`src/rtl/async_char_tx.sv`:
```
module async_char_tx #(
  parameter int OVERSAMPLE = 16
) (
  input  logic       clk,
  input  logic       rst_n,
  input  logic       tick,
  input  logic [7:0] in_data,
  input  logic       in_valid,
  output logic       in_ready,
  input  logic       cfg_len8,
  input  logic [2:0] cfg_par,
  input  logic [1:0] cfg_stop,
  output logic       txd,
  output logic       busy
);
  localparam int CW = $clog2(2 * OVERSAMPLE);
  localparam logic [CW-1:0] BIT_LAST  = CW'(OVERSAMPLE - 1);
  localparam logic [CW-1:0] HALF_LAST = CW'(OVERSAMPLE + OVERSAMPLE / 2 - 1);
  localparam logic [CW-1:0] TWO_LAST  = CW'(2 * OVERSAMPLE - 1);

  typedef enum logic [2:0] {S_IDLE, S_START, S_DATA, S_PAR, S_STOP} st_t;

  st_t           st;
  logic [CW-1:0] cnt;
  logic [7:0]    sh;
  logic [2:0]    idx;
  logic          len8_q, pen_q, pbit_q;
  logic [1:0]    stop_q;
  logic [CW-1:0] stop_lim;
  logic          pen, pbit;

  wire [7:0] masked  = cfg_len8 ? in_data : {1'b0, in_data[6:0]};
  wire       odd_cnt = ^masked;
  wire       bit_end = tick && (cnt == BIT_LAST);
  wire [2:0] last_idx = len8_q ? 3'd7 : 3'd6;

  always_comb begin
    pen  = 1'b1;
    pbit = 1'b0;
    case (cfg_par)
      3'd1:    pbit = ~odd_cnt;
      3'd2:    pbit = odd_cnt;
      3'd3:    pbit = 1'b1;
      3'd4:    pbit = 1'b0;
      default: pen  = 1'b0;
    endcase
  end

  always_comb begin
    case (stop_q)
      2'd0:    stop_lim = BIT_LAST;
      2'd1:    stop_lim = HALF_LAST;
      default: stop_lim = TWO_LAST;
    endcase
  end

  always_ff @(posedge clk) begin
    if (!rst_n) begin
      st     <= S_IDLE;
      cnt    <= '0;
      sh     <= '0;
      idx    <= '0;
      len8_q <= 1'b0;
      pen_q  <= 1'b0;
      pbit_q <= 1'b0;
      stop_q <= '0;
    end else begin
      case (st)
        S_IDLE: if (in_valid) begin
          sh     <= in_data;
          len8_q <= cfg_len8;
          pen_q  <= pen;
          pbit_q <= pbit;
          stop_q <= cfg_stop;
          cnt    <= '0;
          st     <= S_START;
        end
        S_START: if (tick) begin
          if (bit_end) begin
            cnt <= '0;
            idx <= '0;
            st  <= S_DATA;
          end else cnt <= cnt + 1'b1;
        end
        S_DATA: if (tick) begin
          if (bit_end) begin
            cnt <= '0;
            sh  <= sh >> 1;
            idx <= idx + 1'b1;
            if (idx == last_idx) st <= pen_q ? S_PAR : S_STOP;
          end else cnt <= cnt + 1'b1;
        end
        S_PAR: if (tick) begin
          if (bit_end) begin
            cnt <= '0;
            st  <= S_STOP;
          end else cnt <= cnt + 1'b1;
        end
        S_STOP: if (tick) begin
          if (cnt == stop_lim) begin
            cnt <= '0;
            st  <= S_IDLE;
          end else cnt <= cnt + 1'b1;
        end
        default: st <= S_IDLE;
      endcase
    end
  end

  assign txd      = (st == S_START) ? 1'b0 :
                    (st == S_DATA)  ? sh[0] :
                    (st == S_PAR)   ? pbit_q : 1'b1;
  assign in_ready = (st == S_IDLE);
  assign busy     = (st != S_IDLE);
endmodule

```
`config.mk`:
```
export PLATFORM = sky130hd
export DESIGN_NAME = async_char_tx
export DESIGN_NICKNAME = d
export VERILOG_FILES = /design/src/rtl/async_char_tx.sv
export SDC_FILE = /design/constraint.sdc
export NUM_CORES = 1
export LEC_CHECK = 0
export BUFFER_PORTS_ARGS = -buffer_cell sky130_fd_sc_hd__buf_4
export CAP_MARGIN = 20
export CORE_UTILIZATION = 50
export CTS_CLUSTER_SIZE = 8
export DETAILED_ROUTE_END_ITERATION = 7
export PLACE_DENSITY = 0.74
export SYNTH_ARGS = -nofsm -noshare
export SYNTH_HDL_FRONTEND = slang
export SYNTH_SLANG_ARGS = --single-unit
```
`constraint.sdc`:
```
create_clock -name clk -period 2 [get_ports clk]
set_input_delay 0.2 -clock clk [delete_from_list [all_inputs] [get_ports clk]]
set_output_delay 0.2 -clock clk [all_outputs]
set_load 0.01 [all_outputs]
```
[After elaboration in Yosys (flattened, before gate mapping)]
Cells that the tools add are included.
Storage, ports and cells
  register bits after elaboration: 24
  latch bits: 0
  bits in writable memories: 0
  ROM bits: 0
  input port bits: 18
  memories: 0
Operators by class
  add/subtract/negate cells: 2
  multipliers: 0
  div/mod/pow operators: 0
  magnitude comparators: 0
  equal/unequal tests: 23
  shift-type cells: 0
  multiplexer cells: 35
  bitwise operators: 1
  reductions and logical operators: 15
Operators by type and width (count)
  $mux W3: 15
  $mux W8: 4
  $mux W5: 5
  $ne A2 B2 Y1 const B: 10
  $pmux W8 S2: 1
  $pmux W3 S5: 1
  $pmux W5 S3: 1
  $eq A3 B2 Y1 const B: 4
  $pmux W5 S2: 1
  $reduce_and A10 Y1: 1
  $reduce_and A4 Y1: 2
  $reduce_xor A8 Y1: 1
  $eq A3 B1 Y1 const B: 2
  $eq A3 B3 Y1 const B: 2
  $pmux W3 S2: 1
  $reduce_bool A3 Y1: 2
  $add A5 B1 Y5 const B: 1
  $eq A5 B4 Y1 const B: 1
  $eq A5 B5 Y1: 1
  $mux W1: 5
  $reduce_and A5 Y1: 1
  $reduce_bool A2 Y1: 2
  $reduce_or A4 Y1: 1
  $add A3 B1 Y3 const B: 1
  other kinds (10): 10

[Depth between registers and ports, before layout]
  word-level depth: 6
  gate-level depth with buffers: 9
  depth with buffers taken out: 8

[Worst setup path after synthesis]
Ideal clock, no wire load.
  path kind: reg2reg
  start: register cnt[0]
  end: register cnt[3]
  arrival time: 1.952 ns
  required time: 1.926 ns
  setup slack: -0.026 ns
  cell stages (with the launch flop): 8
  buffers on the path: 0
  period minus slack after synthesis: 2.026 ns
  cell sequence: dfxtp_1 > ha_1 > and3_2 > ha_1 > a211oi_2 > a31oi_2 > or4_1 > a31oi_1
Between the ends
  longest elaborated chain between the ends: 5
  elaborated cells on any way between the ends: 9
  classes of those cells: add/sub (1); eq/ne (2); mux (5); reduce/logical (1)
RTL lines
  start: declaration: RTL line 24  | logic [CW-1:0] cnt;
  start signal: assignment: RTL line 83  | end else cnt <= cnt + 1'b1;
  start signal: assignment: RTL line 91  | end else cnt <= cnt + 1'b1;
  start signal: assignment: RTL line 97  | end else cnt <= cnt + 1'b1;
  parallel branches: the longest is 4 deep, another holds $add A5 B1 Y5
  $pmux W5 S3 (*): RTL line 68  | case (st)
Every way passes the cells marked *. The select of a mux whose other input is x is not followed.
A chain may end at the register's enable or synchronous reset.

[Worst setup path after layout]
  start: register cnt[0]
  end: register sh[6]
Between the ends
  longest elaborated chain between the ends: 4
RTL lines
  $eq A5 B4 Y1: RTL line 34  | wire bit_end = tick && (cnt == BIT_LAST);
  $logic_and A1 B1 Y1: RTL line 34
  $ne A2 B2 Y1 (no source line)
  $reduce_and A4 Y1 (no source line)
  end signal: assignment: RTL line 70  | sh <= in_data;
  end signal: assignment: RTL line 88  | sh <= sh >> 1;
  end: declaration: RTL line 25  | logic [7:0] sh;
No other way between the ends.

==> summary.md <==
| Metric | Value |
|---|---|
| Period utilization | `99.2%` |
| Final worst slack | `0.0157 ns` |
| Core area | `2570 µm²` |
| Post-Syn Area | `1410 µm²` |
| Final non-filler cell total | `240` |
| Total CTS buffers | `3` |
| Clock Latency Late Sink | `0.32 ns` |
| Synthesized instance count | `178` |
| Die X | `55.1 µm` |
| Total number of vias | `1476` |
| Worst Hold Class | `input pin to flop` |
| CP most frequent cell | `buf_4` |
| Fin. Hold Viols | `0` |
| Dpl cells | `229` |
| Clock Tree Root | `clkbuf_4` |
| Post-synth EDFFs | `0` |
| Die Height | `55.1 µm` |
| PwrDens | `1110 nW/µm²` |
| Layout cells sized above 1 | `28.1%` |
| Via density | `6.15` |
| First drt pass iteration count | `4` |
| Antenna Violating Nets Remaining | `0` |
| Commonest non-fill, non-tap cell in the layout | `buf_4` |
| Die area | `3030 µm²` |
| Buf/Inv on CP | `2` |
| Asr flop ratio synth | `0%` |
| Least-Margin Pin Slew | `0.707 ns` |
| DRC errors left | `0` |
| Final setup fails | `0` |
| I/O pins | `21` |
| Worst EP arrival | `2.19 ns` |
| Crit Path Max Fanout | `5` |
| Largest net degree at the start of global routing | `24` |
| Max Slew Vio Count | `0` |
| Maximum VDD drop | `0.000718 V` |
| First-pass GRT wire length | `5490 µm` |
| Final Power | `1.99 mW` |
| CTS H-tree lvls | `1` |
| Most frequent cells in the layout | `37 x buf_4, 25 x nand2_1, 20 x dfxtp_1` |
| Cell count of the worst hold path | `2` |
| Clock sinks | `24` |
| Rows | `18` |
| N_diodes | `0` |
| CTS Hold Bufs | `0` |
| Unrepaired setup endpoints after global routing | `no` |
| CTS tree | `built` |
| RR Startpoint | `cnt[0]` |
| Max clock buf depth | `2` |
| Leak | `0.679 nW` |
| Minimum clock period | `1.98 ns` |
| Starting Density | `54.9%` |
| Critical setup path kind | `flop to flop` |
| Seq/Total Area, Yosys | `34.1%` |
| Outcome | `completed` |
| Congestion Overflow GR | `0` |
| Worst Setup SP | `cnt[0]` |
| Clk slew on worst S/H paths | `0.14 ns` |
| HPWL after DPL | `2630 µm` |
| Nets | `232` |
| Skew final | `0.0124 ns` |
| Dpl ws | `-0.314 ns` |
| CP max-delay cell | `dfxtp_2` |
| Worst Hold Endpoint | `pbit_q` |
| Wire per inst | `15.3 µm` |
| Vias in the first global route | `1303` |
| R2R depth | `9` |
| Routed WL | `3680 µm` |
| Crit-path cells | `ha_2, and3_4, ha_4, and3_1, a21oi_2, nor3_4, buf_4, buf_4, a311oi_1` |
| Reg2reg setup slack | `0.02 ns` |
| Cell area after layout | `1800 µm²` |
| Critical path's largest stage delay | `0.35 ns` |
| All-layer global routing usage | `25.5%` |
| Max-slew headroom | `52.8%` |
| Max Clock Freq | `504 MHz` |
| Post-Syn Nets | `199` |
| Gp weighted congestion | `0.939` |
| Max_cap viols | `0` |
| Synth Register Bits | `24` |
| Synthesized area per cell | `7.91 µm²` |
| # port buffers | `20` |
| Worst Setup Start Kind | `flop` |
| R2R Path End | `sh[6]` |
| Worst setup EP type | `flop` |
| Synth Flop Type | `dfxtp_1` |
| Req. time, crit path | `2.20 ns` |
| Initial antenna violation count | `0` |
| Synthesis warning total | `0` |
| Final Util | `70.0%` |
| Initial DRC count | `48` |
| Family with the most delay on the worst path | `simple AND/OR/NAND/NOR gates` |
| Hold wc startpoint | `cfg_par[2]` |
| Yosys cell types | `44` |
| Area grow syn2layout | `27.6%` |
| Post-DP Area | `1640 µm²` |
==> report_power, final <==
group | leakage [nW] | internal, mW | switching (mW)
combinational | 0.460 | 0.511 | 0.552
clock | 0.0210 | 0.111 | 0.146
sequential | 0.198 | 0.571 | 0.102
total | 0.679 | 1.19 | 0.799
==> registers in the layout, summed over array words and instances, names as in the netlist <==
| signal | flops |
|---|---|
| cnt | 5 |
| idx | 3 |
| len8_q | 1 |
| pbit_q | 1 |
| pen_q | 1 |
| sh | 8 |
| st | 3 |
| stop_q | 2 |
==> kinds of logic after synthesis <==
family / count (synthesis) / share of synthesized area (%)
flops: 24 / 34.1
fa+ha+maj: 3 / 2.66
compound gates: 58 / 28.0
simple gates: 68 / 23.7
mux: 2 / 1.42
xor+xnor: 8 / 5.95
buf+inv: 15 / 4.17
==> cells in the mapped netlist, types with 3 or more instances <==
library cell  instances  area [µm²]
o21ai_0              15        75.1
a311oi_1              7        61.3
inv_1                 4        15.0
nand2_1              25        93.8
clkbuf_1              8        30.0
and3_1                3        18.8
or3_1                 3        18.8
nand2b_1              3        18.8
ha_1                  3        37.5
dfxtp_1              24         480
xnor2_1               6        52.6
nand3_1               8        40.0
nor2_1               15        56.3
a21oi_1              18        90.1
==> worst max-delay path by stage <==
stage	cells after the start	to	slack, ns
2_1_floorplan	7	cnt[3]	0.009
3_5_place_dp	8	sh[6]	-0.31
4_1_cts	7	cnt[3]	0.03
3_3_place_gp	8	sh[4]	-0.05
5_1_grt	9	sh[6]	0.0004
6_report	9	sh[6]	0.02
==> area by class of cell <==
class,count,area (µm²)
clock buffer,4,36.3
fill,216,769
inverter,5,18.8
multi-input combinational,139,928
sequential,24,488
tap,30,37.5
timing repair buffer,38,289
==> routing by layer <==
metal	routed length, µm	track usage (%)	share of wire [%]	vias to the layer above
met5	0	0	0	-
met4	15	8.33	0.41	0
met3	185	3.55	5.0	2
met2	1840	44.6	50	40
met1	1640	31.9	44	718
li1	-	-	-	716
==> through the flow <==
| step | TNS [ns] | hold slack (ns) |
|---|---|---|
| 6_report | 0 | 0.0802 |
| 3_5_place_dp | -1.65 | 0.417 |
| 3_3_place_gp | -0.349 | 0.405 |
| 2_1_floorplan | 0 | 0.304 |
| 4_1_cts | 0 | 0.0708 |
| 5_1_grt | 0 | 0.0766 |
==> worst reg2reg max path, cell delays in order (launching register included) <==
cell and delay (ns):
dfxtp_2 0.35, ha_2 0.19, and3_4 0.18, ha_4 0.17, and3_1 0.19, a21oi_2 0.15, nor3_4 0.08, buf_4 0.16
buf_4 0.13, a311oi_1 0.27
==> repair_timing <==
item | CTS | global route
buffers inserted | 6 | 1
setup endpoints to repair | 10 | 12
cloned | 0 | 0
gates resized for setup | 10 | 6
pin swaps | 3 | 5
Note: power is estimated with default switching activity, not from simulation.
